`config.mk`:
```
export PLATFORM = sky130hd
export DESIGN_NAME = hall_decide
export DESIGN_NICKNAME = d
export VERILOG_FILES = /design/src/rtl/hall_decide_pkg.sv /design/src/rtl/hall_tcomp.sv /design/src/rtl/hall_otmon.sv /design/src/rtl/hall_hyst.sv /design/src/rtl/hall_decide.sv
export SDC_FILE = /design/constraint.sdc
export NUM_CORES = 1
export LEC_CHECK = 0
export CAP_MARGIN = 20
export CORE_MARGIN = 3
export CORE_UTILIZATION = 39
export DETAILED_ROUTE_END_ITERATION = 8
export PLACE_DENSITY = 0.65
export SLEW_MARGIN = 20
export SYNTH_ARGS = -nofsm -noshare
export SYNTH_HDL_FRONTEND = slang
export SYNTH_SLANG_ARGS = --single-unit
```
`constraint.sdc`:
```
create_clock -name clk -period 0.8 [get_ports clk]
set_input_delay 0.24 -clock clk [delete_from_list [all_inputs] [get_ports clk]]
set_output_delay 0.24 -clock clk [all_outputs]
set_load 0.02 [all_outputs]
```
`src/rtl/hall_decide_pkg.sv`:
```
package hall_decide_pkg;

  typedef enum logic [1:0] {
    ST_SAFE = 2'b00,
    ST_LOW1 = 2'b01,
    ST_LOW2 = 2'b10,
    ST_HIGH = 2'b11
  } cur_state_e;

  typedef enum logic [1:0] {
    MD_OMNI  = 2'd0,
    MD_UNI   = 2'd1,
    MD_LATCH = 2'd2
  } cmp_mode_e;

  // Drift coefficient magnitude per degree, Q16 fraction.
  function automatic int unsigned tc_q16(input logic [1:0] code);
    case (code)
      2'd0:    return 0;
      2'd1:    return 23;
      2'd2:    return 79;
      default: return 131;
    endcase
  endfunction

endpackage

```
`src/rtl/hall_tcomp.sv`:
```
module hall_tcomp
  import hall_decide_pkg::*;
#(
  parameter int MAG_W  = 11,
  parameter int TEMP_W = 9,
  parameter int FRAC   = 16,
  parameter int T_REF  = 25
) (
  input  logic [MAG_W-1:0]         t25,
  input  logic [1:0]               tc_code,
  input  logic signed [TEMP_W-1:0] temp,
  output logic [MAG_W-1:0]         thr
);
  localparam int PW = MAG_W + TEMP_W + 12;
  localparam logic signed [PW-1:0] MAXV = PW'((1 << MAG_W) - 1);

  logic signed [PW-1:0] dt, coef, base, prod, delta, adj;

  always_comb begin
    dt    = $signed({{(PW-TEMP_W){temp[TEMP_W-1]}}, temp}) - PW'(T_REF);
    coef  = $signed(PW'(tc_q16(tc_code)));
    base  = $signed({{(PW-MAG_W){1'b0}}, t25});
    prod  = base * coef * dt;
    delta = prod >>> FRAC;
    adj   = base - delta;
    if (adj < 0)         thr = '0;
    else if (adj > MAXV) thr = MAXV[MAG_W-1:0];
    else                 thr = adj[MAG_W-1:0];
  end

endmodule

```
`src/rtl/hall_otmon.sv`:
```
module hall_otmon #(
  parameter int TEMP_W = 9,
  parameter int OT_SET = 205,
  parameter int OT_HYS = 25
) (
  input  logic                     clk,
  input  logic                     rst_n,
  input  logic                     temp_vld,
  input  logic signed [TEMP_W-1:0] temp,
  output logic                     ot_d,
  output logic                     ot_q
);
  localparam int OT_CLR = OT_SET - OT_HYS;

  always_comb begin
    ot_d = ot_q;
    if (temp_vld) begin
      if (temp > OT_SET)       ot_d = 1'b1;
      else if (temp <= OT_CLR) ot_d = 1'b0;
    end
  end

  always_ff @(posedge clk or negedge rst_n) begin
    if (!rst_n)        ot_q <= 1'b0;
    else if (temp_vld) ot_q <= ot_d;
  end

endmodule

```
`src/rtl/hall_hyst.sv`:
```
module hall_hyst
  import hall_decide_pkg::*;
#(
  parameter int FIELD_W = 12,
  parameter int MAG_W   = FIELD_W - 1
) (
  input  logic                      clk,
  input  logic                      rst_n,
  input  logic                      hold_pos,
  input  logic                      field_vld,
  input  logic signed [FIELD_W-1:0] field,
  input  cmp_mode_e                 mode,
  input  logic                      mag_pol,
  input  logic [MAG_W-1:0]          op_thr,
  input  logic [MAG_W-1:0]          rp_thr,
  output logic                      known_d,
  output logic                      present_d
);
  logic known_q, present_q;
  logic signed [FIELD_W-1:0] opv, rpv;
  logic s_op, n_op, s_rel, n_rel, op_hit, rel_hit;

  always_comb begin
    opv   = $signed({1'b0, op_thr});
    rpv   = $signed({1'b0, rp_thr});
    s_op  = field >= opv;
    n_op  = field <= -opv;
    s_rel = field < rpv;
    n_rel = field > -rpv;
    case (mode)
      MD_OMNI: begin
        op_hit  = s_op | n_op;
        rel_hit = s_rel & n_rel;
      end
      MD_LATCH: begin
        op_hit  = mag_pol ? n_op : s_op;
        rel_hit = mag_pol ? s_op : n_op;
      end
      default: begin
        op_hit  = mag_pol ? n_op : s_op;
        rel_hit = mag_pol ? n_rel : s_rel;
      end
    endcase
  end

  always_comb begin
    known_d   = known_q;
    present_d = present_q;
    if (hold_pos) begin
      known_d   = 1'b0;
      present_d = 1'b0;
    end else if (field_vld) begin
      if (op_hit) begin
        known_d   = 1'b1;
        present_d = 1'b1;
      end else if (rel_hit) begin
        known_d   = 1'b1;
        present_d = 1'b0;
      end
    end
  end

  always_ff @(posedge clk or negedge rst_n) begin
    if (!rst_n) begin
      known_q   <= 1'b0;
      present_q <= 1'b0;
    end else if (hold_pos || field_vld) begin
      known_q   <= known_d;
      present_q <= present_d;
    end
  end

endmodule

```
`src/rtl/hall_decide.sv`:
```
module hall_decide
  import hall_decide_pkg::*;
#(
  parameter int FIELD_W  = 12,
  parameter int TEMP_W   = 9,
  parameter int OP_W     = 8,
  parameter int HYS_W    = 5,
  parameter int OP_STEP  = 3,
  parameter int HYS_STEP = 3,
  parameter int FRAC     = 16,
  parameter int T_REF    = 25,
  parameter int OT_SET   = 205,
  parameter int OT_HYS   = 25
) (
  input  logic                      clk,
  input  logic                      rst_n,
  input  logic                      cfg_ok,
  input  logic                      cfg_err,
  input  logic                      uv,
  input  logic                      field_vld,
  input  logic signed [FIELD_W-1:0] field,
  input  logic                      temp_vld,
  input  logic signed [TEMP_W-1:0]  temp,
  input  logic [OP_W-1:0]           op_code,
  input  logic                      mag_pol,
  input  logic                      sel_unipolar,
  input  logic                      sel_latch,
  input  logic [HYS_W-1:0]          hys_code,
  input  logic                      out_pol,
  input  logic                      low_sel,
  input  logic [1:0]                tc_code,
  output logic [1:0]                state_code
);
  localparam int MAG_W = FIELD_W - 1;
  localparam int NTHR  = 2;

  logic       rst_m_n, rst_s_n;
  logic signed [TEMP_W-1:0] temp_q;
  cmp_mode_e  mode;
  logic       hold_pos, known_d, present_d, ot_d, ot_q;
  int         op25, rel25;
  logic [MAG_W-1:0] t25_a [NTHR];
  logic [MAG_W-1:0] thr_a [NTHR];
  cur_state_e st_d, st_q;

  // reset: asynchronous assertion, synchronous release
  always_ff @(posedge clk or negedge rst_n) begin
    if (!rst_n) begin
      rst_m_n <= 1'b0;
      rst_s_n <= 1'b0;
    end else begin
      rst_m_n <= 1'b1;
      rst_s_n <= rst_m_n;
    end
  end

  always_ff @(posedge clk or negedge rst_s_n) begin
    if (!rst_s_n)      temp_q <= TEMP_W'(T_REF);
    else if (temp_vld) temp_q <= temp;
  end

  always_comb begin
    if (!sel_unipolar)  mode = MD_OMNI;
    else if (sel_latch) mode = MD_LATCH;
    else                mode = MD_UNI;
  end

  always_comb begin
    op25  = int'(op_code) * OP_STEP;
    rel25 = op25 - int'(hys_code) * HYS_STEP;
    if (mode == MD_LATCH || rel25 < 0) rel25 = (mode == MD_LATCH) ? op25 : 0;
    t25_a[0] = MAG_W'(op25);
    t25_a[1] = MAG_W'(rel25);
  end

  for (genvar g = 0; g < NTHR; g++) begin : g_comp
    hall_tcomp #(
      .MAG_W (MAG_W),
      .TEMP_W(TEMP_W),
      .FRAC  (FRAC),
      .T_REF (T_REF)
    ) u_tcomp (
      .t25    (t25_a[g]),
      .tc_code(tc_code),
      .temp   (temp_q),
      .thr    (thr_a[g])
    );
  end

  assign hold_pos = uv | ~cfg_ok;

  hall_hyst #(
    .FIELD_W(FIELD_W),
    .MAG_W  (MAG_W)
  ) u_hyst (
    .clk      (clk),
    .rst_n    (rst_s_n),
    .hold_pos (hold_pos),
    .field_vld(field_vld),
    .field    (field),
    .mode     (mode),
    .mag_pol  (mag_pol),
    .op_thr   (thr_a[0]),
    .rp_thr   (thr_a[1]),
    .known_d  (known_d),
    .present_d(present_d)
  );

  hall_otmon #(
    .TEMP_W(TEMP_W),
    .OT_SET(OT_SET),
    .OT_HYS(OT_HYS)
  ) u_otmon (
    .clk     (clk),
    .rst_n   (rst_s_n),
    .temp_vld(temp_vld),
    .temp    (temp),
    .ot_d    (ot_d),
    .ot_q    (ot_q)
  );

  always_comb begin
    if (hold_pos)                 st_d = ST_HIGH;
    else if (cfg_err || ot_d)     st_d = ST_SAFE;
    else if (!known_d)            st_d = ST_HIGH;
    else if (present_d ^ out_pol) st_d = ST_HIGH;
    else                          st_d = low_sel ? ST_LOW2 : ST_LOW1;
  end

  always_ff @(posedge clk or negedge rst_s_n) begin
    if (!rst_s_n) st_q <= ST_HIGH;
    else          st_q <= st_d;
  end

  assign state_code = st_q;

endmodule

```
* Yosys cells after proc, flatten, opt, wreduce, memory -nomap -nowiden
Index checks and enable logic that the tools add are counted.
** Storage, ports and cells
- Register bits :: 16
- Input bits :: 48
- Output and inout port bits :: 2
- Logic and storage cells :: 73
** Cells by class
- Add/sub/neg operators :: 6
- Multipliers :: 6
- Order comparisons :: 11
- Eq/ne operators :: 3
- Muxes and demuxes :: 30
- Bitwise logic cells :: 5
- Reductions and logical operators :: 5
** Operators by type and width (count)
- greater-than comparator 32 x 12 -> 1 bit (second input constant) :: 2
- < comparator 32 x 1 -> 1 bit (second input constant) :: 2
- 2-to-1 mux 11 bit :: 5
- multiplier 11 x 32 -> 32 bit :: 1
- multiplier 32 x 10 -> 32 bit :: 1
- multiplier 20 x 10 -> 30 bit :: 1
- negator 11 -> 12 bit :: 2
- one-hot mux 8 bit (3 select lines) :: 1
- multiplier 11 x 8 -> 19 bit :: 1
- subtractor 11 x 16 -> 17 bit :: 1
- subtractor 12 x 16 -> 17 bit :: 1
- 2-to-1 mux 1 bit :: 15
- 2-to-1 mux 2 bit :: 7
- >= comparator 12 bit :: 1
- greater-than comparator 12 bit :: 1
- less-or-equal comparator 12 bit :: 1
- < comparator 12 bit :: 1
- < comparator 11 x 1 -> 1 bit (second input constant) :: 1
- subtractor 10 x 7 -> 11 bit :: 1
- multiplier 8 x 2 -> 10 bit (second input constant) :: 1
- 2-to-1 mux 10 bit :: 1
- subtractor 9 x 6 -> 10 bit (second input constant) :: 1
- greater-than comparator 9 bit (second input constant) :: 1
- less-or-equal comparator 9 bit (second input constant) :: 1
- other kinds (10) :: 15

* Logic depth before layout (Yosys ltp)
Gate-level depths: netlist of run 1.
- Word-level depth :: 24
- Depth in mapped cells :: 84
- Gate-level depth less buffers :: 83

* Cells and area by module
From an unflattened synthesis of run 1, not the netlist that was laid out.
** Second synthesis, totals
- Cells, all modules :: 2803
- Area total of the unflattened synthesis :: 23800.3 um2
** Modules (own cells, without submodules)
- hall_tcomp at g_comp[1].u_tcomp :: times used 1, cells an instance 1229, area each 10497.6 um2, sequential area each 0.0 um2
- hall_tcomp at g_comp[0].u_tcomp :: times used 1, cells an instance 1199, area each 10100.9 um2, sequential area each 0.0 um2
- hall_hyst :: times used 1, cells an instance 209, area each 1661.6 um2, sequential area each 50.0 um2
- hall_decide :: times used 1, cells an instance 153, area each 1431.4 um2, sequential area each 331.6 um2
- hall_otmon :: times used 1, cells an instance 13, area each 108.9 um2, sequential area each 25.0 um2

* Least setup slack after synthesis of run 1
No wires, ideal clock.
- Path type :: input to register
- Start point :: input op_code[0]
- End point :: register st_q[0], in the netlist state_code[0]
- Library setup time :: 77 ps
- Arrival time :: 17578 ps
- Data required time :: 723 ps
- Setup slack :: -16855 ps
- Stages :: 78
- Buffers on the path :: 1
- Cells stage by stage :: ha_1 inv_1 fa_1 xnor2_1 fa_1 ha_1 o21ai_0 o21ai_0 a21o_2 a311oi_4 nand2_1 a21oi_1 nor2_1 and2_1 fa_1 inv_1 fa_1 inv_1 (+42 left out) ha_1 inv_1 or4b_2 a21o_1 and2_4 xor2_1 ha_1 a21oi_1 nor2b_1 o21ai_0 nand2b_1 a211oi_1 o21ai_0 a31o_2 o211ai_1 a21oi_1 o31a_1 a31oi_1
** Between the ends
- Cells in the longest elaborated chain, start to end :: 24
- Elaborated cells on any way between the ends :: 46
- Those cells by class :: add/sub: 5; mul: 5; order compare: 9; mux: 23; bitwise: 3; reduce/logical: 1
** RTL lines
- start: declaration :: RTL line hall_decide.sv:24 : input logic [OP_W-1:0] op_code,
- multiplier 8 x 2 -> 10 bit * :: RTL line hall_decide.sv:69 : op25 = int'(op_code) * OP_STEP;
- subtractor 10 x 7 -> 11 bit :: RTL line hall_decide.sv:70 : rel25 = op25 - int'(hys_code) * HYS_STEP;
- < comparator 11 x 1 -> 1 bit :: RTL line hall_decide.sv:71 : if (mode == MD_LATCH || rel25 < 0) rel25 = (mode == MD_LATCH) ? op25 : 0;
- logical OR 1 bit :: RTL line hall_decide.sv:71
- 2-to-1 mux 11 bit :: RTL line hall_decide.sv:71
- multiplier 11 x 8 -> 19 bit :: RTL line hall_tcomp.sv:23 : prod = base * coef * dt;
- multiplier 20 x 10 -> 30 bit :: RTL line hall_tcomp.sv:23
- subtractor 12 x 16 -> 17 bit :: RTL line hall_tcomp.sv:25 : adj = base - delta;
- (+9 left out)
- 2-to-1 mux 1 bit :: RTL line hall_hyst.sv:52 : end else if (field_vld) begin
- 2-to-1 mux 1 bit :: RTL line hall_hyst.sv:49 : if (hold_pos) begin
- XOR 1 bit :: RTL line hall_decide.sv:126 : else if (present_d ^ out_pol) st_d = ST_HIGH;
- 2-to-1 mux 2 bit :: RTL line hall_decide.sv:126
- 2-to-1 mux 2 bit * :: RTL line hall_decide.sv:125 : else if (!known_d) st_d = ST_HIGH;
- 2-to-1 mux 2 bit * :: RTL line hall_decide.sv:124 : else if (cfg_err || ot_d) st_d = ST_SAFE;
- 2-to-1 mux 2 bit * :: RTL line hall_decide.sv:123 : if (hold_pos) st_d = ST_HIGH;
- named net st_d[0] :: RTL line hall_decide.sv:44 : cur_state_e st_d, st_q;
- end signal: assignment :: RTL line hall_decide.sv:132 : else st_q <= st_d;
- end: declaration :: RTL line hall_decide.sv:44
The timed path passes the listed nets; every way through them passes the cells marked *.
A chain may end at the register's enable or synchronous reset.

* Worst setup path after layout of run 1
- Start point :: input op_code[1]
- End point :: register st_q[1], in the netlist state_code[1]
The elaborated chain is that of the path after synthesis.

==> out/summary.txt, run 1 <==
Longest Clk Path Bufs = 2
Fin crit share = 20.3
Final setup fails = 13
Core footprint = 55500 sq um
Cell family with most CP delay = adder cells
DR iter-0 viols = 927
Crit-path max FO = 5
Reg2reg end = state_code[1]$_DFF_PN1_
Clk slew on worst S/H paths = 0.08 ns
IO Port Bufs = 49
Clk sinks = 16
CTS Root Cell = clkbuf_16
Core Util, Final = 0.529
Post-Route WL = 66700 um
Failing checks = negative setup slack
Count leader, synth = inv_1
Ranking of synthesized cells by area = fa_1, ha_1, inv_1
Max Clock Freq = 0.0616 GHz
RSZ-0062 raised after global routing = true
H-tree level count = 1
Mean post-synth cell area = 8.34 sq um
CP max stage delay = 0.54 ns
Worst Max-Slew Pin Slew = 0.654 ns
Final Hold Fails = 0
Site Rows = 86
Largest net degree at the start of global routing = 21
Total CTS buffers = 3
Initial Utilization = 0.397
Layout Skew = 0.0193 ns
Most Frequent Cell on Critical Path = fa_1
DP HPWL = 58200 um
Vias = 20.4k
Master of the slowest instance on the critical path = fa_2
Sequential fraction of the synthesis area = 0.0184
CP endpoint kind = flip-flop
Yosys top cell by area = fa_1
Number of global-route vias before repair = 21.9k
R2R setup slack = -11.59 ns
Post-synthesis cell type count = 92
Final worst slack = -15.44 ns
Total congestion overflow = 0
Crit path arrival time = 16.45 ns
Synth warn = 0
Fill cell count = 5146
Startpoint types = input pin
Final slew viol count = 0
Io pins = 50
FFs w/ async S/R, synth = 1.00
M2 GR Usage = 0.385
DR WL/cell = 16.4 um
EDFF count, synth = 0
Status = finished, violations left
GPL Wtd Cong = 0.984
Worst skew pair latency = 0.29 ns
Drc violations = 0
Required time worst endpoint = 1.01 ns
Post-DRT Antenna Nets = 0
Min Tclk post-route = 16.24 ns
Hold-fix buffers, CTS = 0
MaxCap Viol Count = 0
WS Path Type = input pin to flip-flop
Synthesis-to-layout area growth = 33.3%
Gr usage total = 0.228
Die H = 244 um
Sequential Area = 408 sq um
Worst R2R Path Depth = 53
Die Wd = 244 um
Top_reg_cell synth = dfrtp_1
Slew headroom = 0.561
Initial antenna violation count = 2
Buf/Inv on CP = 13
Share of layout cells above drive strength 1 = 0.270
Post-synth top area share = 0.331
Met1 Use GR = 0.311
GRT busiest layer = met2
Final nets = 4085
Met3 Use GR = 0.0278
Vias per inst = 5.02
Synth Register Bits = 16
Mapped Cells = 2644
CTS tree = done
RR Startpoint = temp_q[0]$_DFFE_PN1P_
Hold Crit Class = input pin to asynchronous set/reset pin
First-pass GRT wire length = 111000 um
Multi-input gate area = 20400 sq um
Commonest cells post-synth = inv_1, fa_1, ha_1, nand2_1, nor2_1
Mapped Area = 22000 sq um
Die area = 59400 sq um
Pre-Repair DR Iteration Count = 5
-- per-layer routing --
metal  vias up  wire length (um)
met5         -                 0
met3        91              3470
met4         0              1790
met1      9968             30100
met2       547             31400
li1       9797                 -
-- area by class of cell --
type | instances | share of cell area
multi-input cells | 2074 | 0.696
well taps | 748 | 0.0318
diodes | 2 | 0.000170
clock buffers | 4 | 0.00302
inverters | 494 | 0.0633
repair buffers | 728 | 0.192
flip-flops and latches | 16 | 0.0139
-- logic make-up after synthesis --
logic type                 Yosys count  synth area share
AOI/OAI and AO/OA                  382             0.114
adders and majority gates          720             0.533
other                                2          0.000341
xor gates and xnor gates           121            0.0481
and+or+nand+nor                    826             0.182
buffers and inverters              561            0.0962
muxes                               16           0.00783
DFF                                 16            0.0184
-- cells in the final DEF (no fill, tap or decap), drive strengths merged, types with 12 or more instances in the layout --
master           n
xor2            40
o21ai           93
or2             25
o21a            27
nand2          256
a21o            32
and3            15
nand2b          71
o21bai          19
or3             12
a211oi          13
nand3           29
xnor2           81
ha             355
a31oi           18
a21oi          109
fa             365
inv            494
buf            685
nor2           205
nor2b           38
and2            90
nor3            36
clkdlybuf4s50   32
-- what timing repair did --
| item | CTS | global route |
|---|---|---|
| resized for setup | 110 | 54 |
| pin swaps | 74 | 45 |
| setup buffers | 37 | 12 |
| setup endpoints to repair | 16 | 14 |
| cloned | 1 | 0 |
-- flip-flops by register name, indices dropped and copies added, names as in the netlist --
name and flops:
u_hyst.present_q 1, rst_m_n 1, rst_s_n 1, u_otmon.ot_q 1
state_code 2, temp_q 9, u_hyst.known_q 1
-- through the flow --
stage	TNS [ns]	hold slack (ns)	cell area [sq um]	cells	worst slack [ns]
6_report	-63.12	0.118	29400	4066	-15.44
5_1_grt	-66.00	0.128	29400	4065	-16.11
4_1_cts	-62.82	0.123	29000	4052	-15.38
3_5_place_dp	-73.10	0.196	28400	4011	-16.66
3_3_place_gp	-71.10	0.192	28400	4011	-16.12
2_1_floorplan	-61.80	-0.0556	22400	2651	-15.47
-- worst max path at each step --
| stage | from | to | cells after the start |
|---|---|---|---|
| 6_report | op_code[1] | state_code[1]$_DFF_PN1_ | 79 |
| 4_1_cts | op_code[1] | state_code[1]$_DFF_PN1_ | 79 |
| 3_3_place_gp | op_code[1] | state_code[0]$_DFF_PN1_ | 81 |
| 2_1_floorplan | op_code[0] | state_code[1]$_DFF_PN1_ | 78 |
| 5_1_grt | op_code[1] | state_code[1]$_DFF_PN1_ | 79 |
| 3_5_place_dp | op_code[1] | state_code[1]$_DFF_PN1_ | 81 |
Power of run 1 is left out: the tool's default activity adds up to more than one toggle a clock period on the data nets, which glitch-free logic cannot reach.
==> run 2, diff against run 1 <==
- CTS_CLUSTER_SIZE: unset -> 10
- PLACE_DENSITY: 0.65 -> 0.51
- clock period: 0.8 -> 20.7 ns (I/O delays scaled with it)
==> out/summary.txt, run 2 (synthesized netlist as in run 1, its figures left out) <==
Longest Clk Path Bufs = 2 (unchanged)
R2R setup slack = 6.82 ns (+18.41 ns)
H-tree level count = 1 (unchanged)
IO Port Bufs = 49 (unchanged)
WS Path Type = input pin to flip-flop
Final Hold Fails = 0 (unchanged)
Clk sinks = 16 (unchanged)
Slew headroom = 0.250 (-0.311)
GRT busiest layer = met2
Post-DRT Antenna Nets = 0 (unchanged)
First-pass GRT wire length = 109000 um (-1.5%)
Fin crit share = 1.07
Placed cell area = 27700 sq um (-2.3%)
CTS Root Cell = clkbuf_16
Most frequent cells in the layout = buf_4, inv_1, fa_1
Io pins = 50 (unchanged)
Final setup TNS = -5.37 ns (+57.76 ns)
Post-Route WL = 67000 um (+0.41%)
Leading cell type in the layout, fill and taps excluded = buf_4
Max Clock Freq = 0.0452 GHz
Met3 Use GR = 0.0218 (-0.00605)
DR iter-0 viols = 876 (-5.5%)
Required time worst endpoint = 20.89 ns (+19.88 ns)
Layout Skew = 0.0247 ns (+0.00531 ns)
Initial Utilization = 0.397 (unchanged)
Top reg by flops = temp_q
Final setup fails = 4 (-9)
Core footprint = 55500 sq um (unchanged)
Die Wd = 244 um (unchanged)
Synthesis-to-layout area growth = 29.9%
Most Frequent Cell on Critical Path = fa_1
CTS tree = done
M2 GR Usage = 0.379 (-0.00600)
Status = finished, violations left
Share of layout cells above drive strength 1 = 0.250 (-0.0197)
CP endpoint kind = flip-flop
Hold slack = 0.316 ns (+0.198 ns)
Crit path arrival time = 22.30 ns (+5.85 ns)
Total congestion overflow = 0 (unchanged)
Vias = 19.8k (-3.1%)
Diodes inserted = 0 (-2)
Failing checks = negative setup slack
Number of global-route vias before repair = 20.9k (-4.7%)
Worst Max-Slew Pin Slew = 1.12 ns (+0.470 ns)
DP HPWL = 57300 um (-1.5%)
MaxCap Viol Count = 0 (unchanged)
Crit-path max FO = 5 (unchanged)
Largest net degree at the start of global routing = 38 (+81%)
Worst R2R Path Depth = 56 (+5.7%)
CP max stage delay = 0.57 ns (+0.03 ns)
Master of the slowest instance on the critical path = fa_1
Site Rows = 86 (unchanged)
Initial antenna violation count = 1 (-1)
RSZ-0062 raised after global routing = true
RR Startpoint = temp_q[0]$_DFFE_PN1P_
Pre-Repair DR Iteration Count = 5 (unchanged)
Clk slew on worst S/H paths = 0.08 ns (about the same)
Drc violations = 0 (unchanged)
Hold-fix buffers, CTS = 0 (unchanged)
GPL Wtd Cong = 0.940 (-4.5%)
Reg2reg end = state_code[1]$_DFF_PN1_
Final slew viol count = 0 (unchanged)
Startpoint types = input pin
Min Tclk post-route = 22.11 ns
Max reg flops = 9 (unchanged)
Die area = 59400 sq um (unchanged)
Final worst slack = -1.41 ns (+14.03 ns)
Cell family with most CP delay = adder cells
Hold Crit Class = flip-flop to asynchronous set/reset pin
Die H = 244 um (unchanged)
Buf/Inv on CP = 14 (+1)
Vias per inst = 4.99 (-0.59%)
Gr usage total = 0.228 (+0.000633)
Met1 Use GR = 0.332 (+0.0203)
DR WL/cell = 16.9 um (+3.0%)
Finished Cell Area = 28600 sq um (-2.6%)
Worst skew pair latency = 0.29 ns (about the same)
Final nets = 3986 (-2.4%)
Total CTS buffers = 3 (unchanged)
[run 2: cell types whose count changed in the layout (fill, tap and decap cells not counted), sizes merged]
| cell | before | now |
|---|---|---|
| clkdlybuf4s50 | 32 | 43 |
| dlygate4sd2 | 10 | 2 |
| diode | 2 | 0 |
| buf | 685 | 583 |
[run 2: final cells by class]
type                       count  area, sq um
fill                        5420        26900
multi-input combinational   2074        20500
timing repair buffer         629         4870
inverter                     494         1850
tap                          748          936
sequential                    16          407
clock buffer                   4         88.8
[run 2: worst max path at each step]
| stage | cells after the start | slack [ns] | to | start |
|---|---|---|---|---|
| 6_report | 78 | -1.41 | u_hyst.known_q$_DFFE_PN0P_ | op_code[1] |
| 5_1_grt | 78 | -2.03 | state_code[0]$_DFF_PN1_ | op_code[1] |
| 4_1_cts | 78 | -1.26 | state_code[1]$_DFF_PN1_ | op_code[0] |
| 3_5_place_dp | 79 | -2.57 | state_code[1]$_DFF_PN1_ | op_code[1] |
| 3_3_place_gp | 79 | -2.27 | state_code[0]$_DFF_PN1_ | op_code[1] |
| 2_1_floorplan | 78 | -1.54 | state_code[1]$_DFF_PN1_ | op_code[0] |
[run 2: what timing repair did]
| action | 4_1_cts | 5_1_grt |
|---|---|---|
| pin swaps | 64 | 77 |
| buffers inserted | 20 | 13 |
| resized for setup | 75 | 59 |
| endpoints found under the hold margin | 0 | 0 |
| setup endpoints to repair | 4 | 4 |
[run 2: routing by layer]
metal / part of all wire / wire, um
met3: 0.046 / 3080
met2: 0.46 / 31100
met4: 0.013 / 871
met1: 0.48 / 32000
met5: 0 / 0
[run 2: worst register-to-register path, delay by kind of cell (launching register included)]
family	cells	cell delay [ns]
buffers and inverters	8	1.30
AOI/OAI and AO/OA	18	3.28
adders and majority gates	11	4.38
and+or+nand+nor	16	3.17
xor gates and xnor gates	3	1.13
DFF	1	0.52
[run 2: metrics by stage]
stage               cells  utilization  setup slack (ns)
floorplan            2651            -             -1.54
global placement     3928        0.499             -2.27
detailed placement   3928        0.499             -2.57
CTS                  3952        0.509             -1.26
global route         3965        0.516             -2.03
finish               3965        0.516             -1.41
Power of run 2 is left out for the same reason.
==> run 3, diff against run 2 <==
- CORE_MARGIN: 3 -> 2
- clock period: 20.7 -> 28.6 ns (I/O delays scaled with it)
==> out/summary.txt, run 3 (synthesized netlist as in run 1, its figures left out) <==
Final setup fails = 0 (-4)
Pre-Repair DR Iteration Count = 5 (unchanged)
Final Hold Fails = 0 (unchanged)
Clk sinks = 16 (unchanged)
CTS Root Cell = clkbuf_16
Longest Clk Path Bufs = 2 (unchanged)
Clk slew on worst S/H paths = 0.08 ns (about the same)
Vias = 17.8k (-10%)
Final Instance Count excl. Fillers = 3431 (-13%)
Hold Crit Class = flip-flop to asynchronous set/reset pin
WS Path Type = input pin to flip-flop
Number of global-route vias before repair = 18.6k (-11%)
Max reg flops = 9 (unchanged)
Core footprint = 56200 sq um (+1.2%)
Total congestion overflow = 0 (unchanged)
Share of layout cells above drive strength 1 = 0.0490 (-0.201)
Initial Utilization = 0.392 (-0.00456)
Max Clock Freq = 0.0364 GHz
Gr usage total = 0.218 (-0.0103)
Die Wd = 242 um (-0.82%)
Final slew viol count = 0 (unchanged)
Min Tclk post-route = 27.44 ns
Vias per inst = 5.19 (+4.0%)
Slew headroom = 0.290 (+0.0394)
Placed Instances = 3425 (-13%)
Io pins = 50 (unchanged)
Total CTS buffers = 3 (unchanged)
Most Frequent Cell on Critical Path = inv_1
First-pass GRT wire length = 102000 um (-6.9%)
Fill cell count = 5811 (+7.2%)
DR WL/cell = 18.2 um (+7.5%)
Crit path arrival time = 27.66 ns (+5.36 ns)
MaxCap Viol Count = 0 (unchanged)
Site Rows = 87 (+1.2%)
Status = finished, final reports clean
Die area = 58400 sq um (-1.6%)
Crit-path max FO = 10 (+5)
Fin crit share = 0.959
Startpoint types = input pin
Worst Max-Slew Pin Slew = 1.06 ns (-0.0596 ns)
Worst Setup SP = op_code[1]
Diodes inserted = 0 (unchanged)
Multi-input gate area = 19700 sq um (-3.8%)
Worst skew pair latency = 0.29 ns (about the same)
CP endpoint kind = flip-flop
Most frequent cells in the layout = inv_1, fa_1, ha_1
Initial antenna violation count = 1 (unchanged)
CTS tree = done
RSZ-0062 raised after global routing = false
DR iter-0 viols = 979 (+12%)
Required time worst endpoint = 28.82 ns (+7.93 ns)
Synthesis-to-layout area growth = 7.81%
RR Startpoint = temp_q[0]$_DFFE_PN1P_
DP HPWL = 52700 um (-7.9%)
Largest net degree at the start of global routing = 38 (unchanged)
Die H = 242 um (-0.82%)
Top reg by flops = temp_q
Leading cell type in the layout, fill and taps excluded = inv_1
Post-DRT Antenna Nets = 0 (unchanged)
GPL Wtd Cong = 0.880 (-6.4%)
Sequential Area = 407 sq um (unchanged)
Final nets = 3444 (-14%)
Layout Skew = 0.0217 ns (-0.00290 ns)
Final setup TNS = 0 ns (+5.37 ns)
Master of the slowest instance on the critical path = or4b_2
Post-Route WL = 62300 um (-7.0%)
H-tree level count = 1 (unchanged)
IO Port Bufs = 49 (unchanged)
CP max stage delay = 0.68 ns (+0.11 ns)
Drc violations = 0 (unchanged)
==> run 3: what timing repair did <==
action	in CTS	in global routing
hold endpoints to repair	0	0
hold buffers	0	0
setup endpoints to repair	0	4
gates resized for setup	0	17
setup buffers	0	2
==> run 3: layer usage <==
metal  GRT usage  wire length (um)
met4      0.0151               445
met2       0.356             28600
met3      0.0364              3670
met1       0.315             29600
met5           0                 0
==> run 3: final timing paths <==
kind / to / slack, ns / cells past startpoint
setup reg to reg: state_code[1]$_DFF_PN1_ / 14.13 / 55
setup / recovery: state_code[1]$_DFF_PN1_ / 1.16 / 82
hold reg to reg: u_hyst.present_q$_DFFE_PN0P_ / 0.35 / 0
max in group asynchronous: rst_m_n$_DFF_PN0_ / 20.02 / 1
hold / removal: u_hyst.present_q$_DFFE_PN0P_ / 0.35 / 0
min in group clk: rst_s_n$_DFF_PN0_ / 0.36 / 0
==> run 3: layout make-up <==
cell class,count,area share
well taps,756,0.0398
inverters,494,0.0780
flip-flops and latches,16,0.0171
clock buffers,4,0.00374
repair buffers,87,0.0328
multi-input cells,2074,0.829
==> run 3: metrics by stage <==
step           setup slack [ns]  hold slack [ns]  instance area, sq um   util
6_report                   1.16            0.349                 23800  0.423
5_1_grt                 0.00355            0.369                 23800  0.423
4_1_cts                   0.117            0.346                 23700  0.421
3_5_place_dp             -0.143            0.337                 23600  0.420
3_3_place_gp              0.535            0.340                 23600  0.420
2_1_floorplan              2.60            0.170                 22100      -
==> run 3: critical path: cells and delay by family <==
family / cells / cell delay, ns
AO/OA/AOI/OAI: 33 / 6.16
XOR/XNOR: 2 / 0.28
adder cells (fa/ha/maj): 18 / 7.78
buffers and inverters: 15 / 1.78
AND/OR/NAND/NOR: 14 / 3.07
Power of run 3 is left out for the same reason.
